`config.mk`:
```
export PLATFORM = sky130hd
export DESIGN_NAME = pwrup_strap_seq
export DESIGN_NICKNAME = d
export VERILOG_FILES = /design/src/rtl/pwrup_strap_seq_pkg.sv /design/src/rtl/pwrup_strap_seq_ctrl.sv /design/src/rtl/pwrup_strap_seq_dpath.sv /design/src/rtl/pwrup_strap_seq.sv
export SDC_FILE = /design/constraint.sdc
export NUM_CORES = 1
export LEC_CHECK = 0
export BUFFER_PORTS_ARGS = -buffer_cell sky130_fd_sc_hd__buf_2
export CAP_MARGIN = 20
export CORE_AREA = 2 2 39 41
export CTS_BUF_LIST = sky130_fd_sc_hd__clkbuf_4 sky130_fd_sc_hd__clkbuf_8
export DETAILED_ROUTE_END_ITERATION = 8
export DIE_AREA = 0 0 41 43
export GPL_ROUTABILITY_DRIVEN = 0
export SLEW_MARGIN = 0
export SYNTH_ARGS = -nofsm -noshare
export SYNTH_HDL_FRONTEND = slang
export SYNTH_SLANG_ARGS = --single-unit
```
`constraint.sdc`:
```
create_clock -name clk -period 1.85 [get_ports clk]
set_input_delay 0.2775 -clock clk [delete_from_list [all_inputs] [get_ports clk]]
set_output_delay 0.2775 -clock clk [all_outputs]
set_load 0.02 [all_outputs]
```
`src/rtl/pwrup_strap_seq_pkg.sv`:
```
package pwrup_strap_seq_pkg;
  // Strobes sent from the control half to the datapath half
  typedef struct packed {
    logic capture;    // take straps and hand pins over to clock duty
    logic powerDown;  // active power-down request
  } seqStrobes_t;
endpackage

```
`src/rtl/pwrup_strap_seq_ctrl.sv`:
```
module pwrup_strap_seq_ctrl
  import pwrup_strap_seq_pkg::*;
#(
  parameter int SYNC_DEPTH = 2
) (
  input  logic        clk,
  input  logic        rstN,
  input  logic        pwrGoodPin,
  output seqStrobes_t strobes
);
  logic [SYNC_DEPTH-1:0] syncChain;
  logic pgSync;
  logic pgPrev;
  logic latchedQ;

  generate
    if (SYNC_DEPTH == 1) begin : g_single
      always_ff @(posedge clk or negedge rstN)
        if (!rstN) syncChain <= '0;
        else       syncChain <= pwrGoodPin;
    end else begin : g_multi
      always_ff @(posedge clk or negedge rstN)
        if (!rstN) syncChain <= '0;
        else       syncChain <= {syncChain[SYNC_DEPTH-2:0], pwrGoodPin};
    end
  endgenerate

  assign pgSync = syncChain[SYNC_DEPTH-1];

  always_ff @(posedge clk or negedge rstN) begin
    if (!rstN) begin
      pgPrev   <= 1'b0;
      latchedQ <= 1'b0;
    end else begin
      pgPrev <= pgSync;
      if (strobes.capture) latchedQ <= 1'b1;
    end
  end

  always_comb begin
    strobes.capture   = !latchedQ && pgSync && !pgPrev;
    strobes.powerDown = latchedQ && !pgSync;
  end
endmodule

```
`src/rtl/pwrup_strap_seq_dpath.sv`:
```
module pwrup_strap_seq_dpath
  import pwrup_strap_seq_pkg::*;
#(
  parameter int NUM_FS = 5,
  localparam int WORD_W = NUM_FS + 1
) (
  input  logic              clk,
  input  logic              rstN,
  input  seqStrobes_t       strobes,
  input  logic [NUM_FS-1:0] fsStrap,
  input  logic              multStrap,
  output logic [WORD_W-1:0] strapWord,
  output logic [WORD_W-1:0] pinDriveEn
);
  always_ff @(posedge clk or negedge rstN) begin
    if (!rstN) begin
      strapWord  <= '0;
      pinDriveEn <= '0;
    end else if (strobes.capture) begin
      strapWord  <= {multStrap, fsStrap};
      pinDriveEn <= '1;
    end
  end
endmodule

```
`src/rtl/pwrup_strap_seq.sv`:
```
module pwrup_strap_seq
  import pwrup_strap_seq_pkg::*;
#(
  parameter int NUM_FS     = 5,
  parameter int SYNC_DEPTH = 2
) (
  input  logic              clk,
  input  logic              rstN,
  input  logic [NUM_FS-1:0] fsStrap,
  input  logic              multStrap,
  input  logic              pwrGoodPin,
  output logic [NUM_FS:0]   strapWord,
  output logic [NUM_FS:0]   pinDriveEn,
  output logic              powerDownReq
);
  seqStrobes_t strobes;

  pwrup_strap_seq_ctrl #(.SYNC_DEPTH(SYNC_DEPTH)) u_ctrl (
    .clk(clk), .rstN(rstN), .pwrGoodPin(pwrGoodPin), .strobes(strobes)
  );

  pwrup_strap_seq_dpath #(.NUM_FS(NUM_FS)) u_dpath (
    .clk(clk), .rstN(rstN), .strobes(strobes),
    .fsStrap(fsStrap), .multStrap(multStrap),
    .strapWord(strapWord), .pinDriveEn(pinDriveEn)
  );

  assign powerDownReq = strobes.powerDown;
endmodule

```
==> results of run 1 <==
[flip-flops by register name (all words and copies together) (netlist names)]
signal	flops
u_ctrl.pgPrev	1
u_dpath.strapWord	6
u_ctrl.syncChain	2
u_ctrl.latchedQ	1
[per-stage QoR]
stage                      util  power, mW  instance area, sq um  cells  hold slack (ns)
after detailed placement  0.349      0.341                   483     57            0.150
after floorplan               -      0.304                   403     26          -0.0181
final                     0.373      0.478                   515     61            0.128
after global routing      0.373      0.503                   515     61            0.114
after CTS                 0.373      0.488                   515     61            0.116
after global placement    0.349      0.340                   483     57            0.148
[cell families after synthesis]
kind of cell | Yosys count
DFF | 10
AOI/OAI and AO/OA | 1
muxes | 6
buffers and inverters | 7
and+or+nand+nor | 2
[per-layer routing]
layer,GRT usage,share of wire
met1,0.125,0.41
met2,0.119,0.56
met4,0.0600,0
met3,0.0471,0.032
met5,0,0
[synthesized netlist by cell type]
master and number:
buf_4 6, and2b_2 1, inv_1 1, mux2_2 6, dfrtp_1 10, a21o_2 1, nor3b_4 1
[area by class of cell]
class / count / area, sq um
multi-input cells: 9 / 104
repair buffers: 22 / 115
flip-flops and latches: 10 / 250
inverters: 1 / 3.75
fillers: 153 / 868
well taps: 16 / 20.0
clock buffers: 3 / 22.5
[where the power goes]
part           internal (mW)  switching (mW)  total (mW)
logic                 0.0375          0.0459      0.0833
clock network         0.0747          0.0662       0.141
registers              0.242          0.0114       0.253
total                  0.354           0.123       0.478
[critical path: stages (launching register included)]
cell	delay, ns
dfrtp_1	0.47
and2b_2	0.23
buf_2	0.15
[repair_timing]
action                                 4_1_cts  5_1_grt
setup endpoints to repair                    0        0
endpoints found under the hold margin       10        0
hold buffers                                 1        0
[layout by cell type, fill, tap and decap left out]
cell type | netlist | final
buf_2 | 0 | 21
inv_1 | 1 | 1
mux2_2 | 6 | 6
dlygate4sd3_1 | 0 | 1
clkbuf_4 | 0 | 3
a21o_2 | 1 | 1
and2b_2 | 1 | 1
dfrtp_1 | 10 | 10
nor3b_4 | 1 | 1
[worst max path at each step]
stage	startpoint	endpoint	slack, ns
floorplan	u_ctrl.latchedQ	u_dpath.strapWord[0]	0.60
global placement	u_ctrl.latchedQ	u_dpath.strapWord[0]	0.53
detailed placement	u_ctrl.latchedQ	u_dpath.strapWord[0]	0.52
CTS	u_ctrl.latchedQ	powerDownReq	0.46
global route	u_ctrl.latchedQ	powerDownReq	0.43
finish	u_ctrl.latchedQ	powerDownReq	0.48
==> reports/metrics.csv, run 1 <==
stage;metric;value;unit
cts;Clk Latency, worst-skew pair;0.25;ns
synthesis;Simple-Gate Fraction of Synth Area;0.0683;
timing;Max Slew Vio Count;0;
synthesis;largest family of logic cells by synthesized area;multiplexers;
timing;Fin Setup TNS;0;ns
cts;post-CTS setup buffer count;0;
cts;Clock Tree Buf Depth;2;
power;Leak;0.256;nW
grt;first-pass GRT wire length;1.04;mm
route;total number of vias;245;
route;DR iter-0 viols;0;
grt;gr ovfl total;0;
critical_path;Critical Path AT;1.09;ns
min_path;Worst Hold Endpoint;u_ctrl.syncChain[0];
timing;RSZ-0062 raised after global routing;no;
cts;H-tree Lvls;1;
cts;TritonCTS Buffers;3;
timing;worst setup margin;0.478;ns
route;Final Routed Wirelength;650;um
die;I/O pin total;22;
die;Die Y;43;um
cts;clock sink total;10;
grt;initial antenna violation count;0;
power;Max rail drop VDD;430;uV
min_path;Worst Hold Path Cells;1;
synthesis;cell taking the most area after synthesis;dfrtp_1;
timing;Max Freq;729;MHz
synthesis;Gate Count Post-Synth;26;
critical_path;Worst Path Max Fanout;9;
grt;total track usage;0.0947;
synthesis;Mapped Area;403;sq um
synthesis;post-synthesis mux area share;0.168;
grt;vias in the first global route;254;
route;DR vias/cell;4.02;
critical_path;data required time of the worst path;1.57;ns
timing;final setup fails;0;
timing;Tmin final;1.37;ns
route;Remaining DRCs;0;
cts;CTS tree;built;
place;Detailed Place HPWL;506;um
cells_and_area;layout cells sized above 1;0.733;
cells_and_area;nets;56;
synthesis;Syn Nets;35;
timing;Final Skew;0.00106;ns
route;Routed Antenna Nets;0;
synthesis;Synth top area share;0.621;
synthesis;Synth Register Bits;10;
synthesis;yosys warns;0;
place;pre-CTS setup slack;0.520;ns
min_path;min-delay src;pwrGoodPin;
synthesis;sequential share of the synthesized area;0.621;
timing;Final Cycle Share;0.742;
synthesis;Compound-Gate Fraction of Synth Area;0.0217;
synthesis;post-synthesis adder-cell area fraction;0;
die;# rows;14;
grt;largest net degree at the start of global routing;11;
cts;cts repair resizes;0;
timing;worst slew pin tran;0.325;ns
critical_path;reg2reg start;u_ctrl.latchedQ;
run;max_cap viols;0;
timing;Max-slew headroom;0.783;
cts;Clk pin slew, worst setup/hold paths;0.06;ns
timing;Final Hold Viols;0;
place;Port Buf Inserts;21;
critical_path;crit end category;output port;
synthesis;library cells used by synthesis;7;
critical_path;Crit Path Category;reg2out;
die;Initial Utilization;0.291;
critical_path;Worst Reg-to-Reg Cells;2;
route;WL/cell;10.7;um
cts;clk root buf;clkbuf_4;
critical_path;FF-to-FF End;u_dpath.strapWord[0];
cells_and_area;Antenna Cells;0;
synthesis;Avg Cell Area, Syn;15.5;sq um
critical_path;Critical Path Start Type;flop;
die;core area;1380;sq um
die;Die ar.;1760;sq um
route;drt first pass iters;1;
cells_and_area;Area Overhead vs Synth;28.0;%
synthesis;top post-synthesis cells by area;dfrtp_1 62%, mux2_2 17%, buf_4 11%;
status;status;finished clean;
critical_path;r2r setup slk;0.53;ns
power;P per Cell Area;926;nW/um^2
synthesis;XOR/XNOR Fraction of Synth Area;0;
min_path;hold crit path type;in2reg;
die;Die X-Extent;41;um
(Power assumes the default switching activity.)
==> inputs of run 2 (changes only) <==
--- a/config.mk
+++ b/config.mk
@@ -5,6 +5,7 @@
 export SDC_FILE = /design/constraint.sdc
 export NUM_CORES = 1
 export LEC_CHECK = 0
+export ABC_AREA = 1
 export BUFFER_PORTS_ARGS = -buffer_cell sky130_fd_sc_hd__buf_2
 export CAP_MARGIN = 20
 export CORE_AREA = 2 2 39 41
==> constraint.sdc (replaced) <==
create_clock -name clk -period 1.3 [get_ports clk]
set_input_delay 0.195 -clock clk [delete_from_list [all_inputs] [get_ports clk]]
set_output_delay 0.195 -clock clk [all_outputs]
set_load 0.02 [all_outputs]
==> run 2 against run 1 <==
  * Cell count grew 21%
  * Largest cell class unchanged
  * Synthesized area rose by 4.7%
  * Global-route usage is 1.5 points higher
  * Critical endpoint unchanged
  * Non-clock buffer count did not move
  * Sequential share of layout area fell by 0.68 points
  * Highest routed layer unchanged
==> reports/metrics.csv, run 2 <==
stage;metric;value;unit;change
route;Final Routed Wirelength;742;um;+14%
die;I/O pin total;22;;unchanged
critical_path;Critical Path AT;1.02;ns;-0.07 ns
route;met3 WL;71;um;+240%
route;Remaining DRCs;0;;unchanged
cells_and_area;Post-Layout Cell Count;74;;+21%
synthesis;Gate Count Post-Synth;40;;+54%
power;Seq pwr share;0.469;;-0.061
critical_path;Slowest-stage cell, CP;dfrtp_2;;
timing;Max Slew Vio Count;0;;unchanged
route;Top Metal Used;met3;;
cells_and_area;most frequent cells in the layout;21 x buf_2, 13 x nand2_1, 8 x dfrtp_1;;
die;# rows;14;;unchanged
synthesis;EDFF count, synth;0;;unchanged
synthesis;Avg Cell Area, Syn;10.5;sq um;-32%
route;DR vias/cell;4.39;;+9.3%
die;Die ar.;1760;sq um;unchanged
cells_and_area;Largest regs;u_dpath.strapWord: 6 flops, u_ctrl.syncChain: 2 flops;;
route;Routed met2 length;353;um;-3.0%
cells_and_area;Filler cells;159;;+3.9%
timing;Max-slew headroom;0.856;;+0.0725
power;internal power;0.581;mW;+64%
synthesis;most common cell in the netlist;nand2_1;;
critical_path;Critical Path Start Type;flop;;
run;max_cap viols;0;;unchanged
power;Max rail drop VDD;732;uV;+70%
synthesis;ys async rst share;1.00;;unchanged
timing;Fin Setup TNS;0;ns;unchanged
die;Die Y;43;um;unchanged
synthesis;cell taking the most area after synthesis;dfrtp_1;;
timing;final setup fails;0;;unchanged
critical_path;CP max stage delay;0.44;ns;-0.03 ns
critical_path;worst path cell trace;inv_4 -> nor2_1 -> buf_2;;
status;status;finished clean;;
cells_and_area;number of flip-flops in the largest register;6;;unchanged
timing;Max Freq;826;MHz;
die;core area;1380;sq um;unchanged
power;sw power;0.318;mW;+160%
cts;Clk Latency, worst-skew pair;0.25;ns;about the same
power;P per Cell Area;1700;nW/um^2;+84%
cells_and_area;layout cells sized above 1;0.500;;-0.233
synthesis;top post-synthesis cells by area;dfrtp_1 59%, nand2_1 12%, buf_4 11%;;
grt;first-pass GRT wire length;1.24;mm;+19%
cts;TritonCTS Buffers;3;;unchanged
cts;clk root buf;clkbuf_4;;
synthesis;Mapped Area;422;sq um;+4.7%
power;Leak;0.280;nW;+9.6%
critical_path;crit end category;output port;;
cts;Clk pin slew, worst setup/hold paths;0.06;ns;about the same
timing;Final Cycle Share;0.932;;
cells_and_area;Antenna Cells;0;;unchanged
synthesis;library cells used by synthesis;8;;+1
route;DR iter-0 viols;10;;+10
route;wl on met1;317;um;+20%
synthesis;sequential share of the synthesized area;0.593;;-0.0276
die;Initial Utilization;0.305;;+0.0136
grt;vias in the first global route;298;;+17%
timing;Final Hold Viols;0;;unchanged
critical_path;CP top delay family;flip-flops;;
cells_and_area;Area Overhead vs Synth;25.2;%;
route;drt first pass iters;2;;+1
cts;clock sink total;10;;unchanged
synthesis;Syn Nets;49;;+40%
power;Sw Share;0.354;;+0.0956
power;combinational share of power;0.313;;+0.139
route;WL/cell;10.0;um;-5.9%
synthesis;Synth top area share;0.593;;-0.0276
synthesis;Synth Register Bits;10;;unchanged
critical_path;WP buf/inv;2;;+1
timing;Final Skew;0.00462;ns;+0.00356 ns
critical_path;Worst Path Max Fanout;9;;unchanged
cells_and_area;nets;69;;+23%
cts;CTS tree;built;;
cells_and_area;design area;528;sq um;+2.4%
place;Detailed Place HPWL;593;um;+17%
min_path;hold crit path type;in2reg;;
grt;initial antenna violation count;0;;unchanged
place;Port Buf Inserts;21;;unchanged
place;dpl cell area;490;sq um;+1.6%
critical_path;data required time of the worst path;1.11;ns;-0.46 ns
timing;Tmin final;1.21;ns;
cts;Clock Tree Buf Depth;2;;unchanged
grt;largest net degree at the start of global routing;11;;unchanged
route;Routed Antenna Nets;0;;unchanged
cells_and_area;most common cell after layout, fill and taps aside;buf_2;;
critical_path;Crit Path Category;reg2out;;
synthesis;Post-synth top flop;dfrtp_1;;
timing;RSZ-0062 raised after global routing;no;;
die;Die X-Extent;41;um;unchanged
grt;gr ovfl total;0;;unchanged
route;total number of vias;325;;+33%
grt;total track usage;0.110;;+0.0149
place;Placed Cells;70;;+23%
cts;H-tree Lvls;1;;unchanged
timing;worst slew pin tran;0.217;ns;-0.108 ns
synthesis;top post-synthesis cells by count;13 x nand2_1, 10 x dfrtp_1, 6 x buf_4, 6 x nand4_1, 2 x inv_2;;
cells_and_area;Most flops, register;u_dpath.strapWord;;
synthesis;yosys warns;0;;unchanged
power;clock network fraction of total power;0.218;;-0.077
==> run 2: worst paths after layout <==
check	start	endpoint	slack, ns	cells after the start
setup / recovery	u_ctrl.latchedQ	powerDownReq	0.09	3
hold / removal	pwrGoodPin	u_ctrl.syncChain[0]	0.05	1
setup reg to reg	u_ctrl.latchedQ	u_dpath.strapWord[4]	0.40	4
hold reg to reg	u_ctrl.syncChain[0]	u_ctrl.syncChain[1]	0.35	0
max in group asynchronous	rstN	u_ctrl.syncChain[1]	0.77	2
min in group asynchronous	rstN	u_dpath.strapWord[5]	0.32	2
==> run 2: power groups by stage <==
stage / Combinational [mW] / Sequential (mW) / Clock (mW)
finish: 0.282 / 0.422 / 0.196
global route: 0.311 / 0.432 / 0.223
CTS: 0.287 / 0.421 / 0.210
detailed placement: 0.285 / 0.425 / 0
global placement: 0.281 / 0.423 / 0
floorplan: 0.129 / 0.498 / 0
==> run 2: stage by stage <==
stage               utilization  setup slack [ns]  power, mW  hold slack (ns)
floorplan                     -             0.282      0.626           -0.101
global placement          0.354             0.331      0.704           0.0645
detailed placement        0.354             0.308      0.710           0.0707
CTS                       0.378            0.0177      0.917           0.0323
global route              0.382          0.000589      0.966           0.0292
finish                    0.382            0.0890      0.900           0.0488
==> run 2: kinds of logic (layout without fill, tap and decap cells) <==
logic type	after synthesis	in the layout	share of synthesized area
flops	10	10	0.593
simple gates	21	21	0.255
buf+inv	9	27	0.151
==> run 2: per-layer routing <==
layer  up-vias  GRT usage
met3         0     0.0471
met4         0     0.0600
met2        16      0.156
met5         -          0
met1       146      0.133
li1        163          -
==> run 2: cell type report <==
type / instances / area [sq um] / area share
Multi-Input combinational cell: 21 / 108 / 0.204
Sequential cell: 10 / 253 / 0.479
Clock buffer: 3 / 22.5 / 0.0427
Tap cell: 16 / 20.0 / 0.0379
Inverter: 2 / 10.0 / 0.0190
Timing Repair Buffer: 22 / 115 / 0.218
==> run 2: timing repair <==
action	CTS	global route
hold buffers	1	0
setup buffers	0	0
gates resized for setup	0	3
hold endpoints to repair	10	0
setup endpoints to repair	0	1
